$ cat src/rtl/wcmp_pkg.sv
package wcmp_pkg;

    typedef enum logic [2:0] {
        EXP_DC  = 3'd0,
        EXP_LO  = 3'd1,
        EXP_HI  = 3'd2,
        EXP_HIZ = 3'd3,
        EXP_ANY = 3'd4
    } exp_code_e;

    typedef enum logic [1:0] {
        LN_IDLE    = 2'd0,
        LN_WAIT_T0 = 2'd1,
        LN_OPEN    = 2'd2
    } lane_st_e;

    typedef struct packed {
        logic done;
        logic fail;
    } lane_res_t;

    // 1 when this tick violates the expectation
    function automatic logic tick_miss(input logic [2:0] code, input logic val, input logic hiz);
        case (code)
            EXP_LO:  return hiz | val;
            EXP_HI:  return hiz | ~val;
            EXP_HIZ: return ~hiz;
            default: return 1'b0;
        endcase
    endfunction

    // 1 for codes that can never fail
    function automatic logic code_is_free(input logic [2:0] code);
        return !(code == EXP_LO || code == EXP_HI || code == EXP_HIZ);
    endfunction

endpackage

$ cat src/rtl/wcmp_lane.sv
module wcmp_lane
    import wcmp_pkg::*;
(
    input  logic      clk,
    input  logic      rst,
    input  logic      grant,
    input  logic      slice_start,
    input  logic      t2_mark,
    input  logic [2:0] exp_code,
    input  logic      skew_mode,
    input  logic      pin_val,
    input  logic      pin_hiz,
    output logic      idle,
    output lane_res_t res
);

    lane_st_e   st;
    logic [2:0] code_q;
    logic       bad_q;
    logic       miss_new;
    logic       miss_held;

    assign miss_new  = tick_miss(exp_code, pin_val, pin_hiz);
    assign miss_held = tick_miss(code_q, pin_val, pin_hiz);
    assign idle      = (st == LN_IDLE);

    always_ff @(posedge clk) begin
        if (rst) begin
            st     <= LN_IDLE;
            code_q <= EXP_DC;
            bad_q  <= 1'b0;
            res    <= '0;
        end else begin
            res <= '0;
            case (st)
                LN_IDLE: begin
                    if (grant) begin
                        code_q <= exp_code;
                        bad_q  <= miss_new;
                        st     <= skew_mode ? LN_WAIT_T0 : LN_OPEN;
                    end
                end
                LN_WAIT_T0: begin
                    bad_q <= bad_q | miss_held;
                    if (slice_start) st <= LN_OPEN;
                end
                LN_OPEN: begin
                    bad_q <= bad_q | miss_held;
                    if (t2_mark) begin
                        res.done <= 1'b1;
                        res.fail <= bad_q | miss_held;
                        st       <= LN_IDLE;
                    end
                end
                default: st <= LN_IDLE;
            endcase
        end
    end

    // a window with a non-failing code never reports failure
    p_free_code_pass_r4: assert property (@(posedge clk) disable iff (rst)
        (res.done && code_is_free(code_q)) |-> !res.fail);

    // a lane close is a single-cycle event
    p_done_pulse_r7: assert property (@(posedge clk) disable iff (rst)
        res.done |=> !res.done);

    // the allocator only hands windows to free lanes
    p_grant_idle_r9: assert property (@(posedge clk) disable iff (rst)
        grant |-> idle);

endmodule

$ cat config.mk
export PLATFORM = sky130hd
export DESIGN_NAME = wcmp_lane
export DESIGN_NICKNAME = d
export VERILOG_FILES = /design/src/rtl/wcmp_pkg.sv /design/src/rtl/wcmp_lane.sv
export SDC_FILE = /design/constraint.sdc
export NUM_CORES = 1
export LEC_CHECK = 0
export BUFFER_PORTS_ARGS = -buffer_cell sky130_fd_sc_hd__buf_2
export CORE_AREA = 5 5 42 44
export DETAILED_ROUTE_END_ITERATION = 12
export DIE_AREA = 0 0 47 49
export HOLD_SLACK_MARGIN = 0.02
export SLEW_MARGIN = 0
export SYNTH_ARGS = -nofsm -noshare
export SYNTH_HDL_FRONTEND = slang
export SYNTH_SLANG_ARGS = --single-unit
$ cat constraint.sdc
create_clock -name clk -period 2.2 [get_ports clk]
set_clock_uncertainty 0.15 [all_clocks]
set_input_delay 0.22 -clock clk [delete_from_list [all_inputs] [get_ports clk]]
set_output_delay 0.22 -clock clk [all_outputs]
set_load 0.05 [all_outputs]
Word-level counts from Yosys, hierarchy flattened
Index checks and enable logic that the tools add are counted.
{ "word_totals": {"wordCells": 41, "output_inout_bits": 3, "ff_bits": 8, "inputBits": 11} }
{ "op_classes": {"reduce_logical": 8, "eq_ne": 11, "muxes": 10, "bitwise": 7} }
{ "ops": {"columns": ["operator", "n"], "rows": [
  ["$eq 3x2->1 const B", 4],
  ["$mux 2", 5],
  ["$eq 3x1->1 const B", 2],
  ["$ne 2x2->1 const B", 3],
  ["$pmux 1 s3", 2],
  ["$pmux 2 s3", 1],
  ["$not 1->1", 4],
  ["$reduce_and 2->1", 2],
  ["$reduce_or 2->1", 2],
  ["$or 1x1->1", 3],
  ["$reduce_and 3->1", 1],
  ["$reduce_or 3->1", 1],
  ["$eq 2x1->1 const B", 1],
  ["$eq 2x2->1 const B", 1],
  ["$logic_not 2->1", 1],
  ["$pmux 1 s2", 1],
  ["$reduce_bool 2->1", 1],
  ["$mux 1", 1]
]} }

Logic depth before layout (Yosys ltp)
Gate-level depths: netlist of the first run.
{ "logic_depth": {"depth_word": 5, "depth_mapped": 7, "ltp_nobuf": 6} }

Least setup slack after synthesis of the first run
Ideal clock, no wire load.
{ "synth_path": {"path_type": "reg-to-reg", "startpoint": "reg st[0]", "endpoint": "reg bad_q", "synth_period_minus_slack_ns": 1.851, "setup_ns": 0.091, "path_stages_with_launch": 8, "path_buffers": 1, "setup_slack_ns": 0.349, "t_arrival_ns": 1.610, "required_time_ns": 1.959, "path_cell_list": "dfxtp_1 -> inv_1 -> ha_1 -> clkbuf_1 -> nand2_1 -> o21ai_0 -> nor2_1 -> a311oi_1"} }
{ "synth_between": {"elab_cells_between_ends": 8, "cone_classes": "eq/ne (3); mux (1); reduce/logical (4)"} }
{ "synth_lines": {"columns": ["item", "line", "rtl"], "rows": [
  ["start, declared", "wcmp_lane.sv:17", "lane_st_e st;"],
  ["start signal, assigned", "wcmp_lane.sv:40", "st <= skew_mode ? LN_WAIT_T0 : LN_OPEN;"],
  ["$logic_not 2->1 *", null, null],
  ["net idle", "wcmp_lane.sv:13", "output logic idle,"],
  ["$ne 2x2->1 (no source line) or $reduce_bool 2->1 (tied branches)", null, null],
  ["$reduce_and 2->1 (no source line)", null, null],
  ["end signal, assigned", "wcmp_lane.sv:39", "bad_q <= miss_new;"],
  ["end signal, assigned", "wcmp_lane.sv:44", "bad_q <= bad_q | miss_held;"],
  ["end signal, assigned", "wcmp_lane.sv:48", "bad_q <= bad_q | miss_held;"],
  ["end, declared", "wcmp_lane.sv:19", "logic bad_q;"]
]} }
The timed path passes the listed nets; every way through them passes the cells marked *.
A chain may end at the register's enable or synchronous reset.

Worst setup path after layout of the first run
{ "layout_path": {"startpoint": "reg st[0]", "endpoint": "reg bad_q"} }
{ "layout_between": {"elab_chain_cells": 4, "elab_cells_between_ends": 8, "cone_classes": "eq/ne (3); mux (1); reduce/logical (4)"} }
{ "layout_rtl": {"columns": ["item", "line", "rtl"], "rows": [
  ["$eq 2x2->1 or $eq 2x1->1 (tied branches)", "wcmp_lane.sv:35", "case (st)"],
  ["$reduce_or 2->1 (no source line)", null, null],
  ["$reduce_bool 2->1 (no source line)", null, null],
  ["$reduce_and 2->1 (no source line)", null, null]
]} }
Several ways; a longest one is shown, not always the timed one.

==> qor.yml, run 1 <==
run_status:
  status: "finished, final reports clean"
worst_hold_path:
  hold_path_class: "input port to flop"
die:
  die_h_um: 49
  dieArea_mm2: 0.00230
  rows: 14
  initial_core_util: 0.304
  die_x_um: 47
  io_pins: 14
  fp.coreArea_mm2: 0.00140
worst_setup_path:
  r2r_slack_ns: 0.41
  cp.required_ns: 2.21
  cpMaxStageDelayCell: "a311o_2"
  arrival_ns: 1.80
  cp_top_family: "compound AO/OA/AOI/OAI gates"
  max_stage_delay_ns: 0.36
  path_max_fanout: 3
  endpoint_kind: "flop"
  path_class: "flop to flop"
  crit_buf_inv: 1
  path_cells: "inv_1, ha_1, a311o_2, a21oi_1, o21ai_0, a311oi_1"
  startpoint_type: "flop"
grt:
  track_usage: 0.0881
  grt_pass1_wl_um: 1440
  overflow: 0
  antenna_found_initial: 0
  grt_max_degree: 10
  grt_pass1_vias: 369
detailed_routing:
  drc: 0
  wl_per_cell_um: 10.8
  vias: 421
  ant_nets: 0
  viasPerCell: 5.07
  drt_pre_antenna_iters: 6
  wirelength_um: 893
  drt-initial-drc-count: 10
layout:
  finalInstanceArea_um2: 531
  finalNonFillerCells: 83
  area_growth_pct: 24.3
  final_cell_mix: "buf_2 (13), dfxtp_1 (8), inv_1 (6)"
  finalNetCount: 83
  diodes: 0
  fillCellCount: 159
  final_layout_size_suffix_gt1_frac: 0.284
  layout_commonest_cell: "buf_2"
sta:
  max-slew-margin-rel: 0.755
  max_freq_mhz: 559
  drv_slew: 0
  worstMarginPinSlew_ns: 0.368
  finalSetupViolCount: 0
  fin_crit_ns: 1.79
  rsz0062_at_grt: "no"
  finalHoldViolCount: 0
  tns_ns: 0
  period_share: 0.813
synthesis:
  synth.avg_cell_area_um2: 8.20
  syn_area_um2: 427
  synth_nets: 66
  ys_seq_area_frac: 0.375
  post_synth_num_cell_types: 22
  synth-seq-cells: 8
  synth_cells: 52
  yosys_warnings: 0
clock_tree:
  clock_latency_ns: 0.25
  clockRootBuffer: "clkbuf_4"
  cts.path.max_buffers: 2
  cts_tree: "done"
  cts.repair.resized: 0
  cts_setup_buffers: 0
  cts_hold_buf: 0
  clkSlewWorstSetupHoldPaths_ns: 0.05
  cts_made_buffers: 3
  cts_max_level: 1
  cts_sinks: 8
placed_design:
  place.gp.congestion: 0.668
  numPortBuffers: 13
  place_inst: 80
  dp_hpwl_um: 711
  placed_cell_area_um2: 508
power_and_ir_drop:
  ir_worst_vdd_v: 0.000312
  p_sw_mw: 0.172
  power_frac_comb: 0.372
  seq_power_share: 0.388
  power.leakage_nw: 0.236
  p_int_mw: 0.295
  pwr-share-clk: 0.239
  power_density_mw_per_mm2: 881
  swShare: 0.369
job:
  drv_cap: 0
-- worst register-to-register path, stage by stage, from the launching register on --
cell	delay (ns)
dfxtp_1	0.35
inv_1	0.07
ha_1	0.33
a311o_2	0.36
a21oi_1	0.10
o21ai_0	0.09
a311oi_1	0.24
-- worst paths after layout --
path / from / to / cells past startpoint
setup / recovery: st[0]$_SDFFE_PP0P_ / bad_q$_SDFFE_PP0P_ / 6
hold / removal: rst / st[0]$_SDFFE_PP0P_ / 2
setup reg to reg: st[0]$_SDFFE_PP0P_ / bad_q$_SDFFE_PP0P_ / 6
hold reg to reg: code_q[1]$_SDFFE_PP0P_ / code_q[1]$_SDFFE_PP0P_ / 2
-- kinds of logic (layout without fill, tap and decap cells) --
kind of cell	Yosys count	in the layout	share of synthesized area
buf+inv	7	22	0.0616
compound gates	16	16	0.261
simple gates	18	18	0.214
flops	8	8	0.375
fa+ha+maj	3	3	0.0880
-- flip-flops by register name (all words and copies together), names as in the netlist --
| register | count |
|---|---|
| st | 2 |
| bad_q | 1 |
| res | 2 |
| code_q | 3 |
-- power groups by stage --
stage	registers [mW]	logic [mW]	clock network (mW)
after global routing	0.186	0.194	0.128
after floorplan	0.189	0.130	0
after detailed placement	0.185	0.174	0
final	0.182	0.174	0.112
after CTS	0.182	0.175	0.119
after global placement	0.185	0.175	0
-- cell type report --
cell class / instances / area (um^2) / share of cell area
tap: 16 / 20.0 / 0.0377
clock buffer: 3 / 22.5 / 0.0425
multi-input combinational: 37 / 240 / 0.453
timing repair buffer: 13 / 65.1 / 0.123
sequential: 8 / 160 / 0.302
inverter: 6 / 22.5 / 0.0425
-- routing by layer --
layer | track usage | share of wire | vias to the layer above
li1 | - | - | 215
met1 | 0.104 | 0.46 | 189
met2 | 0.122 | 0.46 | 15
met3 | 0.0332 | 0.060 | 2
met4 | 0.0691 | 0.011 | 0
met5 | 0 | 0 | -
-- cells in the mapped netlist (all sizes together) --
library cell  instances  area (um^2)
a2111oi               1         15.0
a211oi                1         7.51
a21oi                 5         25.0
a221oi                1         8.76
a311o                 1         11.3
a311oi                1         8.76
and3                  1         7.51
and3b                 1         8.76
clkbuf                1         3.75
dfxtp                 8          160
ha                    3         37.5
inv                   6         22.5
nand2                 5         18.8
nand2b                1         6.26
nand3                 4         20.0
nor2                  3         11.3
nor2b                 1         6.26
nor3                  1         5.00
nor3b                 1         7.51
o21a                  2         15.0
o21ai                 4         20.0
-- stage by stage --
stage	power (mW)	worst slack [ns]	util	hold WS, ns
6_report	0.468	0.411	0.379	0.0718
5_1_grt	0.508	0.329	0.379	0.0717
4_1_cts	0.476	0.399	0.379	0.0620
3_5_place_dp	0.359	0.422	0.363	0.318
3_3_place_gp	0.359	0.475	0.363	0.314
2_1_floorplan	0.319	0.349	-	0.139
(Power assumes the default switching activity.)
==> run 2: changes to the inputs <==
==> constraint.sdc (replaced) <==
create_clock -name clk -period 1.6 [get_ports clk]
set_clock_uncertainty 0.15 [all_clocks]
set_input_delay 0.16 -clock clk [delete_from_list [all_inputs] [get_ports clk]]
set_output_delay 0.16 -clock clk [all_outputs]
set_load 0.05 [all_outputs]
==> qor.yml, run 2 (synthesis results as in run 1) <==
run_status:
  status: "finished, final reports clean"  # unchanged
power_and_ir_drop:
  seq_power_share: 0.346  # was 0.388
  power_mw: 0.728  # was 0.468 mW
  swShare: 0.362  # was 0.369
  pwr-share-clk: 0.211  # was 0.239
  power_frac_comb: 0.443  # was 0.372
  p_sw_mw: 0.263  # was 0.172 mW
  power_density_mw_per_mm2: 1190  # was 881 mW/mm^2
  power.leakage_nw: 0.259  # was 0.236 nW
  p_int_mw: 0.465  # was 0.295 mW
  ir_worst_vdd_v: 0.000537  # was 0.000312 V
grt:
  grt_pass1_wl_um: 1700  # was 1440 um
  overflow: 0  # unchanged
  grt_pass1_vias: 404  # was 369
  grt_max_degree: 10  # unchanged
  track_usage: 0.104  # was 0.0881
  antenna_found_initial: 0  # unchanged
sta:
  period_share: 0.987  # was 0.813
  finalSetupViolCount: 0  # unchanged
  worstMarginPinSlew_ns: 0.337  # was 0.368 ns
  finalHoldViolCount: 0  # unchanged
  max_freq_mhz: 633  # was 559 MHz
  timing.hold.ws_ns: 0.0382  # was 0.0718 ns
  tns_ns: 0  # unchanged
  fin_crit_ns: 1.58  # was 1.79 ns
  drv_slew: 0  # unchanged
  fin_ws_ns: 0.0210  # was 0.411 ns
  rsz0062_at_grt: "yes"  # was no
  max-slew-margin-rel: 0.773  # was 0.755
layout:
  reg_top3: "code_q: 3 flops, res: 2 flops, st: 2 flops"  # unchanged
  layout_commonest_cell: "buf_2"  # unchanged
  finalNetCount: 87  # was 83
  fin_util: 0.438  # was 0.379
  finalNonFillerCells: 87  # was 83
  diodes: 0  # unchanged
  largest_register: "code_q"  # unchanged
  final_layout_size_suffix_gt1_frac: 0.451  # was 0.284
  final_cell_mix: "buf_2 (13), dfxtp_1 (6), nand2_1 (5)"  # was buf_2 (13), dfxtp_1 (8), inv_1 (6)
  area_growth_pct: 44.0  # was 24.3%
  largest_reg_flops: 3  # unchanged
  finalInstanceArea_um2: 614  # was 531 um^2
clock_tree:
  clock_latency_ns: 0.25  # about the same
  clkSlewWorstSetupHoldPaths_ns: 0.05  # about the same
  cts_max_level: 1  # unchanged
  clockRootBuffer: "clkbuf_4"  # unchanged
  cts_setup_buffers: 0  # unchanged
  cts.path.max_buffers: 2  # unchanged
  cts_sinks: 8  # unchanged
  cts_made_buffers: 3  # unchanged
  cts_tree: "done"  # unchanged
detailed_routing:
  vias: 443  # was 421
  drc: 0  # unchanged
  drt_pre_antenna_iters: 3  # was 6
  viasPerCell: 5.09  # was 5.07
  wl_per_cell_um: 11.5  # was 10.8 um
  drt-initial-drc-count: 7  # was 10
  ant_nets: 0  # unchanged
  wirelength_um: 999  # was 893 um
worst_setup_path:
  path_cells: "inv_2, ha_4, a311o_2, a21oi_2, o21ai_1, a311oi_1"  # was inv_1, ha_1, a311o_2, a21oi_1, o21ai_0, a311oi_1
  arrival_ns: 1.59  # was 1.80 ns
  startpoint_type: "flop"  # unchanged
  cpMaxStageDelayCell: "dfxtp_2"  # was a311o_2
  r2r_slack_ns: 0.02  # was 0.41 ns
  cp_top_family: "compound AO/OA/AOI/OAI gates"  # unchanged
  r2r-end: "bad_q$_SDFFE_PP0P_"  # unchanged
  max_stage_delay_ns: 0.33  # was 0.36 ns
  endpoint_kind: "flop"  # unchanged
  r2r_cells: 6  # unchanged
  cp.required_ns: 1.61  # was 2.21 ns
  crit_buf_inv: 1  # unchanged
  path_max_fanout: 3  # unchanged
  path_class: "flop to flop"  # unchanged
  r2r-start: "st[0]$_SDFFE_PP0P_"  # unchanged
die:
  initial_core_util: 0.304  # unchanged
  rows: 14  # unchanged
  die_x_um: 47  # unchanged
  fp.coreArea_mm2: 0.00140  # unchanged
  io_pins: 14  # unchanged
  dieArea_mm2: 0.00230  # unchanged
  die_h_um: 49  # unchanged
placed_design:
  place.gp.congestion: 0.753  # was 0.668
  placed_cell_area_um2: 544  # was 508 um^2
  place_inst: 83  # was 80
  dp_hpwl_um: 778  # was 711 um
  numPortBuffers: 13  # unchanged
  dp_slack_ns: -0.0733  # was 0.422 ns
worst_hold_path:
  hold_path_class: "input port to flop"  # unchanged
  min_to: "st[0]$_SDFFE_PP0P_"  # unchanged
  min-delay-start: "skew_mode"  # was rst
  holdPathStages: 3  # was 2
job:
  drv_cap: 0  # unchanged
## run 2: changes by cell type in the layout (fill, tap and decap cells not counted), moves of 2 or more
| cell | before | now |
|---|---|---|
| a21oi_2 | 0 | 2 |
| inv_2 | 0 | 2 |
| inv_1 | 6 | 4 |
| buf_4 | 0 | 3 |
| dfxtp_1 | 8 | 6 |
| dfxtp_2 | 0 | 2 |
| a21oi_1 | 5 | 3 |
| ha_1 | 3 | 1 |
## run 2: worst min-delay path, stage by stage
cell and delay, ns:
buf_2 0.10, nand3_1 0.09, a21oi_2 0.05
## run 2: what timing repair did
action | CTS | global route
resized for setup | 4 | 6
endpoints found under the hold margin | 5 | 0
setup endpoints to repair | 2 | 2
hold buffers | 1 | 0
pin swaps | 2 | 3
## run 2: layout make-up
class | count | area (um^2)
timing repair buffer | 17 | 97.6
clock buffer | 3 | 22.5
inverter | 6 | 22.5
multi-input combinational | 37 | 289
fill | 156 | 787
tap | 16 | 20.0
sequential | 8 | 163
## run 2: worst max path at each step
stage,startpoint,to,slack (ns),depth (start not counted)
global route,st[0]$_SDFFE_PP0P_,bad_q$_SDFFE_PP0P_,-0.08,6
global placement,st[1]$_SDFFE_PP0P_,bad_q$_SDFFE_PP0P_,-0.006,6
detailed placement,st[1]$_SDFFE_PP0P_,bad_q$_SDFFE_PP0P_,-0.07,6
floorplan,st[1]$_SDFFE_PP0P_,bad_q$_SDFFE_PP0P_,0.007,6
finish,st[0]$_SDFFE_PP0P_,bad_q$_SDFFE_PP0P_,0.02,6
CTS,st[0]$_SDFFE_PP0P_,bad_q$_SDFFE_PP0P_,0.03,6
## run 2: per-layer routing
layer / part of all wire / vias to the layer above / GRT usage
li1: - / 224 / -
met1: 0.45 / 202 / 0.132
met2: 0.44 / 13 / 0.136
met3: 0.081 / 4 / 0.0332
met4: 0.021 / 0 / 0.0829
met5: 0 / - / 0
## run 2: power by group through the flow
stage | logic [mW] | clock network, mW | registers, mW
4_1_cts | 0.308 | 0.164 | 0.250
3_5_place_dp | 0.291 | 0 | 0.253
6_report | 0.323 | 0.154 | 0.252
5_1_grt | 0.363 | 0.173 | 0.256
2_1_floorplan | 0.207 | 0 | 0.261
3_3_place_gp | 0.290 | 0 | 0.252
